--- src/rtl/ber_est_pkg.sv ---
package ber_est_pkg;

  localparam int unsigned NCODE = 2;
  localparam int unsigned MM_W  = 2;

  // Number of set bits in a two-lane mismatch vector.
  function automatic logic [MM_W-1:0] lane_count(input logic [NCODE-1:0] v);
    lane_count = {1'b0, v[0]} + {1'b0, v[1]};
  endfunction

endpackage

--- src/rtl/ber_align_dly.sv ---
module ber_align_dly #(
  parameter int unsigned W     = 4,
  parameter int unsigned DEPTH = 4
) (
  input  logic         clk,
  input  logic         rst_n,
  input  logic [W-1:0] din,
  output logic [W-1:0] dout
);

  generate
    if (DEPTH == 0) begin : g_wire
      assign dout = din;
    end else begin : g_pipe
      logic [W-1:0] stage_q [DEPTH];
      logic [W-1:0] stage_d [DEPTH];

      always_comb begin
        stage_d[0] = din;
        for (int i = 1; i < DEPTH; i++) begin
          stage_d[i] = stage_q[i-1];
        end
      end

      for (genvar g = 0; g < DEPTH; g++) begin : g_stage
        always_ff @(posedge clk or negedge rst_n) begin
          if (!rst_n) begin
            stage_q[g] <= '0;
          end else begin
            stage_q[g] <= stage_d[g];
          end
        end
      end

      assign dout = stage_q[DEPTH-1];
    end
  endgenerate

endmodule

--- src/rtl/ber_reenc.sv ---
module ber_reenc
  import ber_est_pkg::*;
#(
  parameter int unsigned    L      = 7,
  parameter logic [L-1:0]   POLY_A = 7'd121,
  parameter logic [L-1:0]   POLY_B = 7'd91
) (
  input  logic             clk,
  input  logic             rst_n,
  input  logic             in_valid,
  input  logic             in_bit,
  input  logic             in_sop,
  input  logic [NCODE-1:0] rx_hard,
  input  logic [NCODE-1:0] rx_eras,
  output logic             upd_q,
  output logic             sop_q,
  output logic [MM_W-1:0]  mm_q
);

  localparam int unsigned HW = L - 1;

  logic [HW-1:0]    hist_q, hist_d, hist_base;
  logic [L-1:0]     win;
  logic [NCODE-1:0] code, miss;
  logic [MM_W-1:0]  mm_d;

  always_comb begin
    hist_base = in_sop ? '0 : hist_q;
    win       = {hist_base, in_bit};
    code[0]   = ^(win & POLY_A);
    code[1]   = ^(win & POLY_B);
    miss      = (code ^ rx_hard) & ~rx_eras;
    mm_d      = lane_count(miss);
    hist_d    = win[HW-1:0];
  end

  always_ff @(posedge clk or negedge rst_n) begin
    if (!rst_n) begin
      hist_q <= '0;
    end else if (in_valid) begin
      hist_q <= hist_d;
    end
  end

  always_ff @(posedge clk or negedge rst_n) begin
    if (!rst_n) begin
      upd_q <= 1'b0;
    end else begin
      upd_q <= in_valid;
    end
  end

  always_ff @(posedge clk or negedge rst_n) begin
    if (!rst_n) begin
      sop_q <= 1'b0;
      mm_q  <= '0;
    end else if (in_valid) begin
      sop_q <= in_sop;
      mm_q  <= mm_d;
    end
  end

endmodule

--- src/rtl/ber_err_cnt.sv ---
module ber_err_cnt
  import ber_est_pkg::*;
#(
  parameter int unsigned CNT_W = 8
) (
  input  logic             clk,
  input  logic             rst_n,
  input  logic             clr,
  input  logic             upd,
  input  logic             restart,
  input  logic [MM_W-1:0]  inc,
  output logic [CNT_W-1:0] cnt
);

  localparam logic [CNT_W-1:0] CNT_MAX = {CNT_W{1'b1}};

  logic [CNT_W-1:0] cnt_q, cnt_d, base;
  logic [CNT_W:0]   sum;
  logic             cnt_en;

  always_comb begin
    base   = restart ? '0 : cnt_q;
    sum    = {1'b0, base} + {{(CNT_W + 1 - MM_W){1'b0}}, inc};
    cnt_en = clr | upd;
    if (clr) begin
      cnt_d = '0;
    end else if (sum[CNT_W]) begin
      cnt_d = CNT_MAX;
    end else begin
      cnt_d = sum[CNT_W-1:0];
    end
  end

  always_ff @(posedge clk or negedge rst_n) begin
    if (!rst_n) begin
      cnt_q <= '0;
    end else if (cnt_en) begin
      cnt_q <= cnt_d;
    end
  end

  assign cnt = cnt_q;

endmodule

--- src/rtl/ber_estimator.sv ---
module ber_estimator
  import ber_est_pkg::*;
#(
  parameter int unsigned  L      = 7,
  parameter logic [L-1:0] POLY_A = 7'd121,
  parameter logic [L-1:0] POLY_B = 7'd91,
  parameter int unsigned  DELAY  = 4,
  parameter int unsigned  CNT_W  = 8
) (
  input  logic             clk,
  input  logic             rst_n,
  input  logic             clr,
  input  logic             dec_valid,
  input  logic             dec_bit,
  input  logic             dec_sop,
  input  logic [1:0]       rx_hard,
  input  logic [1:0]       rx_eras,
  output logic [CNT_W-1:0] numerr
);

  localparam int unsigned LANE_W = 2 * NCODE;

  logic [LANE_W-1:0] lane_in, lane_dly;
  logic              upd, restart;
  logic [MM_W-1:0]   mm;

  assign lane_in = {rx_eras, rx_hard};

  ber_align_dly #(
    .W     (LANE_W),
    .DEPTH (DELAY)
  ) i_align (
    .clk   (clk),
    .rst_n (rst_n),
    .din   (lane_in),
    .dout  (lane_dly)
  );

  ber_reenc #(
    .L      (L),
    .POLY_A (POLY_A),
    .POLY_B (POLY_B)
  ) i_reenc (
    .clk      (clk),
    .rst_n    (rst_n),
    .in_valid (dec_valid),
    .in_bit   (dec_bit),
    .in_sop   (dec_sop),
    .rx_hard  (lane_dly[NCODE-1:0]),
    .rx_eras  (lane_dly[LANE_W-1:NCODE]),
    .upd_q    (upd),
    .sop_q    (restart),
    .mm_q     (mm)
  );

  ber_err_cnt #(
    .CNT_W (CNT_W)
  ) i_cnt (
    .clk     (clk),
    .rst_n   (rst_n),
    .clr     (clr),
    .upd     (upd),
    .restart (restart),
    .inc     (mm),
    .cnt     (numerr)
  );

endmodule

--- config.mk ---
export PLATFORM = sky130hd
export DESIGN_NAME = ber_estimator
export DESIGN_NICKNAME = d
export VERILOG_FILES = /design/src/rtl/ber_est_pkg.sv /design/src/rtl/ber_align_dly.sv /design/src/rtl/ber_reenc.sv /design/src/rtl/ber_err_cnt.sv /design/src/rtl/ber_estimator.sv
export SDC_FILE = /design/constraint.sdc
export NUM_CORES = 1
export LEC_CHECK = 0
export ABC_CLOCK_PERIOD_IN_PS = 2400
export BUFFER_PORTS_ARGS = -buffer_cell sky130_fd_sc_hd__buf_2
export CAP_MARGIN = 20
export CORE_UTILIZATION = 50
export DETAILED_ROUTE_END_ITERATION = 8
export HOLD_SLACK_MARGIN = 0.02
export PLACE_DENSITY = 0.78
export SKIP_LAST_GASP = 1
export SLEW_MARGIN = 20
export SYNTH_ARGS = -nofsm -noshare
export SYNTH_HDL_FRONTEND = slang
export SYNTH_HIERARCHICAL = 1
export SYNTH_SLANG_ARGS = --single-unit
--- constraint.sdc ---
create_clock -name clk -period 2.4 [get_ports clk]
set_input_delay 0.6 -clock clk [delete_from_list [all_inputs] [get_ports clk]]
set_output_delay 0.6 -clock clk [all_outputs]
set_load 0.01 [all_outputs]
==> key figures <==
Run status
  • Status: completed

Job
  • Max_cap viols: 0

GRT
  • Largest net degree at the start of global routing: 35
  • First-pass GRT wire length: 4257 µm
  • GR Util All Layers: 17.79%
  • Vias in the first global route: 991
  • Initial antenna violation count: 0
  • Total congestion overflow: 0

Die
  • Io pins: 18
  • Site Rows: 19
  • Die width: 56.32 µm
  • Die footprint: 3171 µm²
  • Die H: 56.32 µm
  • Initial Utilization: 53.04%
  • Placeable Area: 2781 µm²

Detailed routing
  • DRT Wirelength: 2344 µm
  • Number of DRC markers in iteration 0: 19
  • Metal2 WL: 1133 µm
  • Remaining DRCs: 0
  • Met3 wire len: 94 µm
  • Vias/cell: 5.525
  • Total iterations of the first detailed-routing run: 4
  • DR top layer: met4
  • DRT antenna net count: 0
  • Routed vias: 989
  • Drt wl/cell: 13.09 µm
  • Wire length on met1: 1059 µm

Synth
  • Area contributors post-synth: dfrtp_1 (58%), mux2_2 (3.1%), o21ai_0 (2.7%)
  • Register area share after synthesis: 57.68%
  • Mapped cell area: 1475 µm²
  • Synth unique cells: 36
  • Share of the synthesized area in the top cell type: 57.68%
  • Syn Nets: 139
  • Synthesized instance count: 125
  • Synth Warn #: 6
  • Mean Syn Cell Area: 11.80 µm²
  • Largest area contributor in the netlist: dfrtp_1
  • Synthesis-stage register bit count: 34

STA
  • Clk_skew: 0.004804 ns
  • RSZ-0062 raised after global routing: false
  • Fin. Hold Viols: 0
  • Max Clock Freq: 0.4452 GHz
  • Minimum clock period: 2.246 ns
  • Setup TNS: 0 ns
  • Relative slew slack: 52.93%
  • Final worst-path cycle share: 93.59%
  • Worst-margin pin slew: 0.7061 ns
  • Max Slew Vio Count: 0
  • Final setup viols: 0

Final layout
  • Diode count: 0
  • Fraction of layout instances using a drive strength above 1: 25.00%
  • Fin area: 1668 µm²
  • Area Overhead vs Synth: 13.06%
  • # nets final: 161

Min path
  • HP Class: primary input to async pin

Placed design
  • GP Congestion: 0.8046
  • Post-Place Cell Area: 1587 µm²
  • IO Port Bufs: 17
  • DP Wirelength: 1629 µm

CTS
  • CTS buffer count: 5
  • Worst-Skew Late Latency: 0.33 ns
  • H-tree depth: 2
  • CTS tree: done
  • Hold Buf Count CTS: 0
  • Root buffer cell: clkbuf_4
  • Clk slew on worst S/H paths: 0.10 ns
  • Clock buffer depth: 2
  • Clock sink count: 34

Pwr
  • Power per cell area: 634.9 nW/µm²
  • LEAKAGE: 0.7759 nW
  • VDD IR max: 0.0004864 V

Worst setup path
  • Req. time, crit path: 2.64 ns
  • CP Launch Type: register
  • Critical Path End Type: register
  • Crit path DAT: 2.48 ns
  • Crit-path max FO: 11
  • Setup CP Type: register to register
[worst paths after layout]
check	from	to	slack, ns	cells after the start
worst min register to register	i_align/g_pipe.stage_d[0]$_DFF_PN0_	i_align/dout[0]$_DFF_PN0_	0.35	0
worst min-delay path	rst_n	i_reenc/hist_q[1]$_DFFE_PN0P_	0.31	1
worst max-delay path	i_reenc/sop_q$_DFFE_PN0P_	i_cnt/cnt[3]$_DFFE_PN0P_	0.15	7
worst max register to register	i_reenc/sop_q$_DFFE_PN0P_	i_cnt/cnt[3]$_DFFE_PN0P_	0.15	7
min in group clk	i_align/g_pipe.stage_d[0]$_DFF_PN0_	i_align/dout[0]$_DFF_PN0_	0.35	0
max in group asynchronous	rst_n	i_cnt/cnt[4]$_DFFE_PN0P_	1.64	1
[layout by cell type (no fill, tap or decap), types with 2 or more instances in the layout]
| master | Yosys | layout |
|---|---|---|
| clkbuf_4 | 0 | 5 |
| buf_2 | 1 | 17 |
| o21a_1 | 2 | 2 |
| xor2_1 | 3 | 3 |
| nand2_1 | 5 | 5 |
| mux2_2 | 4 | 4 |
| o21ai_0 | 8 | 8 |
| nand3b_1 | 5 | 5 |
| nor2b_1 | 2 | 2 |
| nand2b_1 | 5 | 5 |
| a21oi_1 | 6 | 6 |
| a211oi_1 | 2 | 2 |
| xnor2_1 | 3 | 3 |
| dfrtp_1 | 34 | 34 |
| ha_1 | 3 | 2 |
| inv_1 | 10 | 10 |
| a311oi_1 | 3 | 3 |
| buf_4 | 1 | 2 |
| nor3_1 | 2 | 2 |
| nor2_1 | 8 | 8 |
[cells in the mapped netlist]
cell type,n
a211oi_1,2
a21boi_0,1
a21oi_1,6
a311oi_1,3
a31o_2,1
a31oi_1,1
buf_2,1
buf_4,1
clkbuf_1,2
dfrtp_1,34
fa_1,1
ha_1,3
inv_1,10
mux2_2,4
mux2i_1,1
nand2_1,5
nand2b_1,5
nand3_2,1
nand3b_1,5
nand3b_2,1
nor2_1,8
nor2b_1,2
nor3_1,2
nor4_1,1
nor4bb_1,1
o2111ai_1,1
o21a_1,2
o21ai_0,8
o311ai_1,1
or3_1,1
or3_4,1
or3b_1,1
or3b_2,1
xnor2_1,3
xnor3_1,1
xor2_1,3
[power by group]
| group | switching, W | internal, W |
|---|---|---|
| clock | 0.000174 | 0.000142 |
| combinational | 0.0000599 | 0.0000569 |
| sequential | 0.0000207 | 0.000605 |
[flip-flops by register name, indices dropped and copies added (netlist names)]
signal	count
i_align/g_pipe.stage_d	12
i_cnt/cnt	8
i_reenc/hist_q	6
i_align/dout	4
i_reenc/mm_q	2
i_reenc/sop_q	1
i_reenc/upd_q	1
[area by class of cell]
type | count | area [µm²]
Timing Repair Buffer | 19 | 100.1
Clock inverter | 1 | 5.005
Fill cell | 229 | 1114
Multi-Input combinational cell | 77 | 580.6
Clock buffer | 7 | 55.05
Inverter | 10 | 37.54
Sequential cell | 34 | 850.8
Tap cell | 31 | 38.79
[per-layer routing]
layer	vias to the layer above	GRT usage [%]
li1	474	-
met1	491	22.48
met2	15	27.38
met3	9	6.912
met4	0	7.666
met5	-	0
[per-stage QoR]
stage                     hold WS, ns  power (W)  util [%]  std cells  setup slack, ns
final                          0.3111   0.001059     59.96        179           0.1538
after global routing           0.3490   0.001124     59.96        179         0.006679
after CTS                      0.3339   0.001072     59.47        179          0.02308
after detailed placement       0.3347  0.0007505     57.04        170          0.04454
after global placement         0.3329  0.0007451     57.04        170           0.1148
after floorplan                0.3044  0.0007081         -        125          0.01357
[repair_timing]
| action | CTS | global route |
|---|---|---|
| endpoints found under the setup margin | 1 | 3 |
| pin swaps | 0 | 2 |
| setup buffers | 1 | 0 |
| gates resized for setup | 0 | 3 |
[cell families after synthesis]
| logic type | count (synthesis) | synth area share, % |
|---|---|---|
| adder cells (fa/ha/maj) | 4 | 3.902 |
| flip-flops | 34 | 57.68 |
| AND/OR/NAND/NOR | 35 | 14.42 |
| buffers and inverters | 14 | 3.902 |
| AO/OA/AOI/OAI | 26 | 11.28 |
| XOR/XNOR | 7 | 5.090 |
| multiplexers | 5 | 3.732 |
[worst max-delay path, cell delays in order (launching register included)]
cell and delay, ns:
dfrtp_1 0.39, buf_4 0.17, nand2b_1 0.18, fa_2 0.40, nand3b_4 0.18, or3_4 0.37
or3b_1 0.38, o311ai_1 0.09
(Power assumes the default switching activity.)
